[src/rtl/rts_pkg.sv]
package rts_pkg;

    typedef enum logic [1:0] {
        MODE_HBLANK = 2'd0,
        MODE_VBLANK = 2'd1,
        MODE_SCAN   = 2'd2,
        MODE_XFER   = 2'd3
    } lcd_mode_e;

    typedef struct packed {
        logic vram_blk;
        logic oam_blk;
    } access_t;

    localparam logic [7:0] BLOCKED_READ = 8'hFF;

    function automatic access_t access_of(lcd_mode_e m);
        access_t a;
        a.vram_blk = (m == MODE_XFER);
        a.oam_blk  = (m == MODE_XFER) || (m == MODE_SCAN);
        return a;
    endfunction

endpackage

[src/rtl/rts_counter.sv]
module rts_counter #(
    parameter int DOTS_PER_LINE = 456,
    parameter int TOTAL_LINES   = 154,
    parameter int DOT_W         = $clog2(DOTS_PER_LINE),
    parameter int LINE_W        = $clog2(TOTAL_LINES)
) (
    input  logic              clk,
    input  logic              rst,
    input  logic              dot_en,
    output logic [DOT_W-1:0]  dot,
    output logic [LINE_W-1:0] line
);
    localparam logic [DOT_W-1:0]  DOT_LAST  = DOT_W'(DOTS_PER_LINE - 1);
    localparam logic [LINE_W-1:0] LINE_LAST = LINE_W'(TOTAL_LINES - 1);

    logic [DOT_W-1:0]  dot_q;
    logic [LINE_W-1:0] line_q;
    logic              end_of_line;
    logic              end_of_frame;

    assign end_of_line  = (dot_q == DOT_LAST);
    assign end_of_frame = end_of_line && (line_q == LINE_LAST);

    always_ff @(posedge clk) begin
        if (rst) begin
            dot_q  <= '0;
            line_q <= '0;
        end else if (dot_en) begin
            if (end_of_line) begin
                dot_q  <= '0;
                line_q <= end_of_frame ? '0 : line_q + 1'b1;
            end else begin
                dot_q <= dot_q + 1'b1;
            end
        end
    end

    assign dot  = dot_q;
    assign line = line_q;

    AST_DOT_BOUND: assert property (@(posedge clk) disable iff (rst)
        dot_q <= DOT_LAST) else $error("dot beyond line end");
    AST_LINE_BOUND: assert property (@(posedge clk) disable iff (rst)
        line_q <= LINE_LAST) else $error("line beyond frame end");
    AST_HOLD_NO_EN: assert property (@(posedge clk) disable iff (rst)
        !dot_en |=> ($stable(dot_q) && $stable(line_q))) else $error("count moved without enable");
    AST_FRAME_WRAP: assert property (@(posedge clk) disable iff (rst)
        (dot_en && end_of_frame) |=> (line_q == '0 && dot_q == '0)) else $error("frame wrap missed");

endmodule

[src/rtl/rts_mode_dec.sv]
module rts_mode_dec
    import rts_pkg::*;
#(
    parameter int SCAN_DOTS = 80,
    parameter int XFER_DOTS = 172,
    parameter int VIS_LINES = 144,
    parameter int DOT_W     = 9,
    parameter int LINE_W    = 8
) (
    input  logic [DOT_W-1:0]  dot,
    input  logic [LINE_W-1:0] line,
    output lcd_mode_e         mode
);
    localparam logic [DOT_W-1:0]  SCAN_END = DOT_W'(SCAN_DOTS);
    localparam logic [DOT_W-1:0]  XFER_END = DOT_W'(SCAN_DOTS + XFER_DOTS);
    localparam logic [LINE_W-1:0] VBL_LINE = LINE_W'(VIS_LINES);

    always_comb begin
        if (line >= VBL_LINE)
            mode = MODE_VBLANK;
        else if (dot < SCAN_END)
            mode = MODE_SCAN;
        else if (dot < XFER_END)
            mode = MODE_XFER;
        else
            mode = MODE_HBLANK;
    end

    always_comb begin
        AST_VIS_NOT_VBL: assert (!(line < VBL_LINE && mode == MODE_VBLANK) || $isunknown(line));
    end

endmodule

[src/rtl/rts_irq.sv]
module rts_irq
    import rts_pkg::*;
#(
    parameter int VIS_LINES = 144,
    parameter int LINE_W    = 8
) (
    input  logic              clk,
    input  logic              rst,
    input  logic              cmp_we,
    input  logic [LINE_W-1:0] cmp_wdata,
    input  logic [3:0]        stat_en,
    input  logic [LINE_W-1:0] line,
    input  lcd_mode_e         mode,
    output logic              line_match,
    output logic              vblank_irq,
    output logic              stat_irq
);
    localparam int N_MODE_SRC = 3;

    logic [LINE_W-1:0]     cmp_q;
    lcd_mode_e             mode_q;
    logic                  match_q;
    logic [N_MODE_SRC-1:0] entry;
    logic                  match_rise;

    always_ff @(posedge clk) begin
        if (rst) begin
            cmp_q   <= '0;
            mode_q  <= MODE_SCAN;
            match_q <= 1'b1;
        end else begin
            if (cmp_we)
                cmp_q <= cmp_wdata;
            mode_q  <= mode;
            match_q <= line_match;
        end
    end

    assign line_match = (line == cmp_q);
    assign match_rise = line_match && !match_q;

    generate
        for (genvar i = 0; i < N_MODE_SRC; i++) begin : g_entry
            assign entry[i] = stat_en[i]
                           && (mode == lcd_mode_e'(2'(i)))
                           && (mode_q != lcd_mode_e'(2'(i)));
        end
    endgenerate

    assign vblank_irq = (mode == MODE_VBLANK) && (mode_q != MODE_VBLANK);
    assign stat_irq   = (|entry) || (stat_en[3] && match_rise);

    AST_VBL_SINGLE: assert property (@(posedge clk) disable iff (rst)
        vblank_irq |=> !vblank_irq) else $error("vblank pulse too long");
    AST_VBL_AT_LINE: assert property (@(posedge clk) disable iff (rst)
        vblank_irq |-> (line == LINE_W'(VIS_LINES))) else $error("vblank pulse off line");
    AST_STAT_QUIET: assert property (@(posedge clk) disable iff (rst)
        (stat_en == 4'b0000) |-> !stat_irq) else $error("status pulse with no source");
    AST_MATCH_PULSE: assert property (@(posedge clk) disable iff (rst)
        (stat_en[3] && $rose(line_match)) |-> stat_irq) else $error("match pulse missed");

endmodule

[src/rtl/rts_gate.sv]
module rts_gate
    import rts_pkg::*;
(
    input  lcd_mode_e  mode,
    input  logic       cpu_sel,
    input  logic       cpu_wr,
    input  logic [7:0] vram_rdata,
    input  logic [7:0] oam_rdata,
    output logic [7:0] cpu_rdata,
    output logic       vram_we,
    output logic       oam_we
);
    access_t acc;

    assign acc = access_of(mode);

    always_comb begin
        if (cpu_sel)
            cpu_rdata = acc.oam_blk ? BLOCKED_READ : oam_rdata;
        else
            cpu_rdata = acc.vram_blk ? BLOCKED_READ : vram_rdata;
    end

    assign vram_we = cpu_wr && !cpu_sel && !acc.vram_blk;
    assign oam_we  = cpu_wr &&  cpu_sel && !acc.oam_blk;

    always_comb begin
        AST_VRAM_NO_WE: assert (!(mode == MODE_XFER && vram_we));
        AST_OAM_NO_WE:  assert (!((mode == MODE_XFER || mode == MODE_SCAN) && oam_we));
    end

endmodule

[src/rtl/raster_timing_seq.sv]
module raster_timing_seq
    import rts_pkg::*;
#(
    parameter int DOTS_PER_LINE = 456,
    parameter int SCAN_DOTS     = 80,
    parameter int XFER_DOTS     = 172,
    parameter int VIS_LINES     = 144,
    parameter int TOTAL_LINES   = 154,
    parameter int LINE_W        = $clog2(TOTAL_LINES)
) (
    input  logic              clk,
    input  logic              rst,
    input  logic              dot_en,
    input  logic              cmp_we,
    input  logic [LINE_W-1:0] cmp_wdata,
    input  logic [3:0]        stat_en,
    input  logic              cpu_sel,
    input  logic              cpu_wr,
    input  logic [7:0]        vram_rdata,
    input  logic [7:0]        oam_rdata,
    output logic [1:0]        mode,
    output logic [LINE_W-1:0] line,
    output logic              line_match,
    output logic              vblank_irq,
    output logic              stat_irq,
    output logic [7:0]        cpu_rdata,
    output logic              vram_we,
    output logic              oam_we
);
    localparam int DOT_W = $clog2(DOTS_PER_LINE);

    logic [DOT_W-1:0]  dot_w;
    logic [LINE_W-1:0] line_w;
    lcd_mode_e         mode_w;

    rts_counter #(
        .DOTS_PER_LINE(DOTS_PER_LINE),
        .TOTAL_LINES  (TOTAL_LINES),
        .DOT_W        (DOT_W),
        .LINE_W       (LINE_W)
    ) u_cnt (
        .clk   (clk),
        .rst   (rst),
        .dot_en(dot_en),
        .dot   (dot_w),
        .line  (line_w)
    );

    rts_mode_dec #(
        .SCAN_DOTS(SCAN_DOTS),
        .XFER_DOTS(XFER_DOTS),
        .VIS_LINES(VIS_LINES),
        .DOT_W    (DOT_W),
        .LINE_W   (LINE_W)
    ) u_dec (
        .dot (dot_w),
        .line(line_w),
        .mode(mode_w)
    );

    rts_irq #(
        .VIS_LINES(VIS_LINES),
        .LINE_W   (LINE_W)
    ) u_irq (
        .clk       (clk),
        .rst       (rst),
        .cmp_we    (cmp_we),
        .cmp_wdata (cmp_wdata),
        .stat_en   (stat_en),
        .line      (line_w),
        .mode      (mode_w),
        .line_match(line_match),
        .vblank_irq(vblank_irq),
        .stat_irq  (stat_irq)
    );

    rts_gate u_gate (
        .mode      (mode_w),
        .cpu_sel   (cpu_sel),
        .cpu_wr    (cpu_wr),
        .vram_rdata(vram_rdata),
        .oam_rdata (oam_rdata),
        .cpu_rdata (cpu_rdata),
        .vram_we   (vram_we),
        .oam_we    (oam_we)
    );

    assign mode = mode_w;
    assign line = line_w;

    AST_RESET_STATE: assert property (@(posedge clk)
        rst |=> (line == '0 && mode == 2'd2 && !vblank_irq && !stat_irq)) else $error("bad reset state");
    AST_VBL_MODE: assert property (@(posedge clk) disable iff (rst)
        (line >= LINE_W'(VIS_LINES)) |-> (mode == 2'd1)) else $error("blank lines not in mode 1");

endmodule

[config.mk]
export PLATFORM = sky130hd
export DESIGN_NAME = raster_timing_seq
export DESIGN_NICKNAME = d
export VERILOG_FILES = /design/src/rtl/rts_pkg.sv /design/src/rtl/rts_counter.sv /design/src/rtl/rts_mode_dec.sv /design/src/rtl/rts_irq.sv /design/src/rtl/rts_gate.sv /design/src/rtl/raster_timing_seq.sv
export SDC_FILE = /design/constraint.sdc
export NUM_CORES = 1
export LEC_CHECK = 0
export BUFFER_PORTS_ARGS = -buffer_cell sky130_fd_sc_hd__buf_4
export CAP_MARGIN = 20
export CORE_MARGIN = 2
export CORE_UTILIZATION = 40
export CTS_CLUSTER_DIAMETER = 200
export DETAILED_ROUTE_END_ITERATION = 10
export PLACE_DENSITY = 0.73
export REMOVE_ABC_BUFFERS = 1
export SYNTH_ARGS = -nofsm -noshare
export SYNTH_HDL_FRONTEND = slang
export SYNTH_SLANG_ARGS = --single-unit
[constraint.sdc]
create_clock -name clk -period 3.68 [get_ports clk]
set_input_delay 0.736 -clock clk [delete_from_list [all_inputs] [get_ports clk]]
set_output_delay 0.736 -clock clk [all_outputs]
set_load 0.1 [all_outputs]
==> flow_summary_export.csv <==
group,metric,value,unit
final_layout,seq_area,561,um^2
floorplan,core_area,0.00363,mm^2
sta,fin_crit_sh,79.9,%
drt,drtIter0Drc,52,
final_layout,syn_to_final_growth,34.7,%
grt,grt_max_degree,17,
drt,dr_total_vias,1377,
yosys,synth_area,0.00149,mm^2
floorplan,die_w,65.1,um
yosys,seq_area_frac_synth,37.5,%
yosys,synth.distinct_cells,40,
cts,cts_resized,0,
yosys,yosys_warnings,0,
sta,layout_setup_ws,0.741,ns
worst_setup_path,critical_path.max_fanout,9,
sta,setup_viol,0,
power_and_ir_drop,vdd_drop_max,138,uV
grt,grt.met3_usage,2.91,%
placement,pre_cts_ws,1.06,ns
floorplan,initial_utilization,41.1,%
worst_setup_path,rr_endpoint,"u_cnt.line[3]",
placement,port_buffers,56,
grt,grt_use_total,15.8,%
sta,finalCriticalPeriod,2.94,ns
worst_setup_path,endpoint,"cpu_rdata[1]",
power_and_ir_drop,p_per_area,340,mW/mm^2
grt,busiest_layer,"met2",
sta,skew,0.00628,ns
power_and_ir_drop,power_leakage,0.899,nW
drt,postRouteAntennaNets,0,
final_layout,stdcell_area,0.00201,mm^2
cts,htree_levels,1,
grt,grt_pass1_wl,5300,um
sta,setup_tns,0,ns
floorplan,num_rows,22,
drt,drc_errors,0,
placement,placed_area,0.00194,mm^2
grt,antenna_found_initial,0,
cts,cts-root-buf,"clkbuf_8",
worst_setup_path,worstReg2RegStart,"u_cnt.dot[3]",
drt,wl_per_cell,12.0,um
worst_setup_path,path_class,"reg2out",
yosys,ys_ff_latch,28,
placement,globalplace.congestion,0.813,
floorplan,die_h,65.1,um
drt,vias_per_cell,5.04,
sta,worst_pin_slew,0.597,ns
placement,dpl.hpwl,2450,um
final_layout,final_net_count,264,
sta,report.final.hold_viol_count,0,
cts,clk_path_buf_depth,2,
final_layout,multiInputGateArea,870,um^2
worst_setup_path,startpoint,"u_cnt.line[4]",
worst_setup_path,ff2ff_setup_slack,1.65,ns
cts,cts_tree,"yes",
cts,cts_inserted_buffers,3,
drt,wl,3270,um
cts,hold_buffers,0,
yosys,synth.avg_cell_area,8.69,um^2
sta,rsz0062_at_grt,"no",
final_layout,n_antenna_cell,0,
grt,grt-ovfl-total,0,
worst_setup_path,reg2regPathDepth,4,
cts,clkSlewWorstSetupHoldPaths,0.09,ns
hold_path,hold_class,"reg2reg",
sta,hold-worst-slack,0.521,ns
worst_setup_path,critPathLaunchType,"flip-flop",
worst_setup_path,crit_path_end_kind,"output pin",
worst_setup_path,cp.arrival,2.20,ns
grt,met2_usage,24.6,%
cts,cts_setup_buffers,0,
grt,grt.met1_usage,21.7,%
run,cap_viol_max_count,0,
final_layout,fillers,356,
floorplan,io_pins,57,
yosys,synthCells,172,
drt,drt_first_pass_iters,4,
yosys,synthArstFlopShare,0,%
worst_setup_path,required,2.94,ns
status,status,"finished clean",
cts,cts.sinks,28,
yosys,synth_edf_count,0,
cts,insertion_delay,0.28,ns
yosys,synth_ff_type,"dfxtp_1",
final_layout,post-route-util,55.4,%
sta,clock.fmax,0.340,GHz
final_layout,drive_gt1_share,30.2,%
sta,relSlewSlack,59.9,%
floorplan,die-area,0.00424,mm^2
sta,report.final.slew_viol_count,0,
grt,grt_pass1_vias,1185,
## synth_stat cells (all sizes together) (2+ instances only)
library cell  instances  area [um^2]
ha                    4         50.1
nand4                 5         31.3
and3                  2         13.8
xnor2                 6         52.6
nand2b                2         12.5
nand2                 9         33.8
clkbuf                6         22.5
or3                   6         48.8
dfxtp                28          561
o21ai                 8         40.0
o22a                  8         70.1
inv                   8         30.0
nor4                  3         18.8
a21o                  3         22.5
a21oi                 8         43.8
nand3                 6         30.0
xor2                 11         96.3
mux2i                 9         90.1
nor2                 22         82.6
nor3                  3         15.0
## logic make-up (layout without fill, tap and decap cells)
kind of cell             after synthesis  after routing  share of synthesized area, %
flip-flops                            28             28                          37.5
adder cells (fa/ha/maj)                4              4                          3.35
multiplexers                          10             10                          6.78
buffers and inverters                 15             68                          4.27
AND/OR/NAND/NOR                       65             65                          23.0
AO/OA/AOI/OAI                         33             33                          15.1
XOR/XNOR                              17             17                          9.97
## area by class of cell
class | count | area share [%]
clock buffer | 3 | 2.05
inverter | 8 | 1.49
timing repair buffer | 56 | 20.9
multi-input combinational | 129 | 43.2
sequential | 28 | 27.9
tap | 48 | 2.99
clock inverter | 1 | 1.49
## state kept, by name, summed over array words and instances (netlist names)
| register | cells |
|---|---|
| u_irq.match_q | 1 |
| u_cnt.dot | 9 |
| u_irq.cmp_q | 8 |
| u_cnt.line | 8 |
| u_irq.mode_q | 2 |
## layout by cell type, fill, tap and decap left out, drive strengths merged, types with 2 or more instances in the layout
master,count
nand3,6
xor2,11
nor2,22
ha,4
or3,6
dfxtp,28
nand2b,2
a21oi,8
nor3,3
inv,8
nand2,9
o22a,8
and3,2
nand4,5
o21ai,8
buf,56
nor4,3
mux2i,9
clkbuf,3
a21o,3
xnor2,6
## worst min-delay path by stage
stage	startpoint	endpoint	slack [ns]	cells past startpoint
floorplan	u_irq.cmp_q[0]	u_irq.cmp_q[0]	0.48	2
global placement	u_irq.cmp_q[3]	u_irq.cmp_q[3]	0.50	2
detailed placement	u_irq.cmp_q[0]	u_irq.cmp_q[0]	0.50	2
CTS	u_irq.cmp_q[0]	u_irq.cmp_q[0]	0.53	2
global route	u_irq.cmp_q[0]	u_irq.cmp_q[0]	0.55	2
finish	u_irq.cmp_q[0]	u_irq.cmp_q[0]	0.52	2
## worst max-delay path, cell delays in order (launching register included)
cell and delay [ns]:
dfxtp_1 0.40, o31a_1 0.39, a211oi_1 0.30, a21o_1 0.33, o22a_1 0.20, buf_4 0.29
## layer usage
layer,vias to the layer above,routed length [um]
met5,-,0
met4,0,58
met3,5,236
met2,45,1430
met1,616,1550
li1,711,-
## power breakdown
| part | switching, mW | leakage, nW | total (mW) | internal [mW] |
|---|---|---|---|---|
| clock | 0.0941 | 0.0357 | 0.240 | 0.146 |
| sequential | 0.00557 | 0.228 | 0.317 | 0.312 |
| combinational | 0.0797 | 0.636 | 0.127 | 0.0477 |
| total | 0.179 | 0.899 | 0.684 | 0.505 |
## stage by stage
| step | cells | power (mW) |
|---|---|---|
| final | 273 | 0.684 |
| after global routing | 273 | 0.711 |
| after CTS | 273 | 0.692 |
| after detailed placement | 269 | 0.452 |
| after global placement | 269 | 0.451 |
| after floorplan | 165 | 0.404 |
Power figures use the tool's default switching activity.
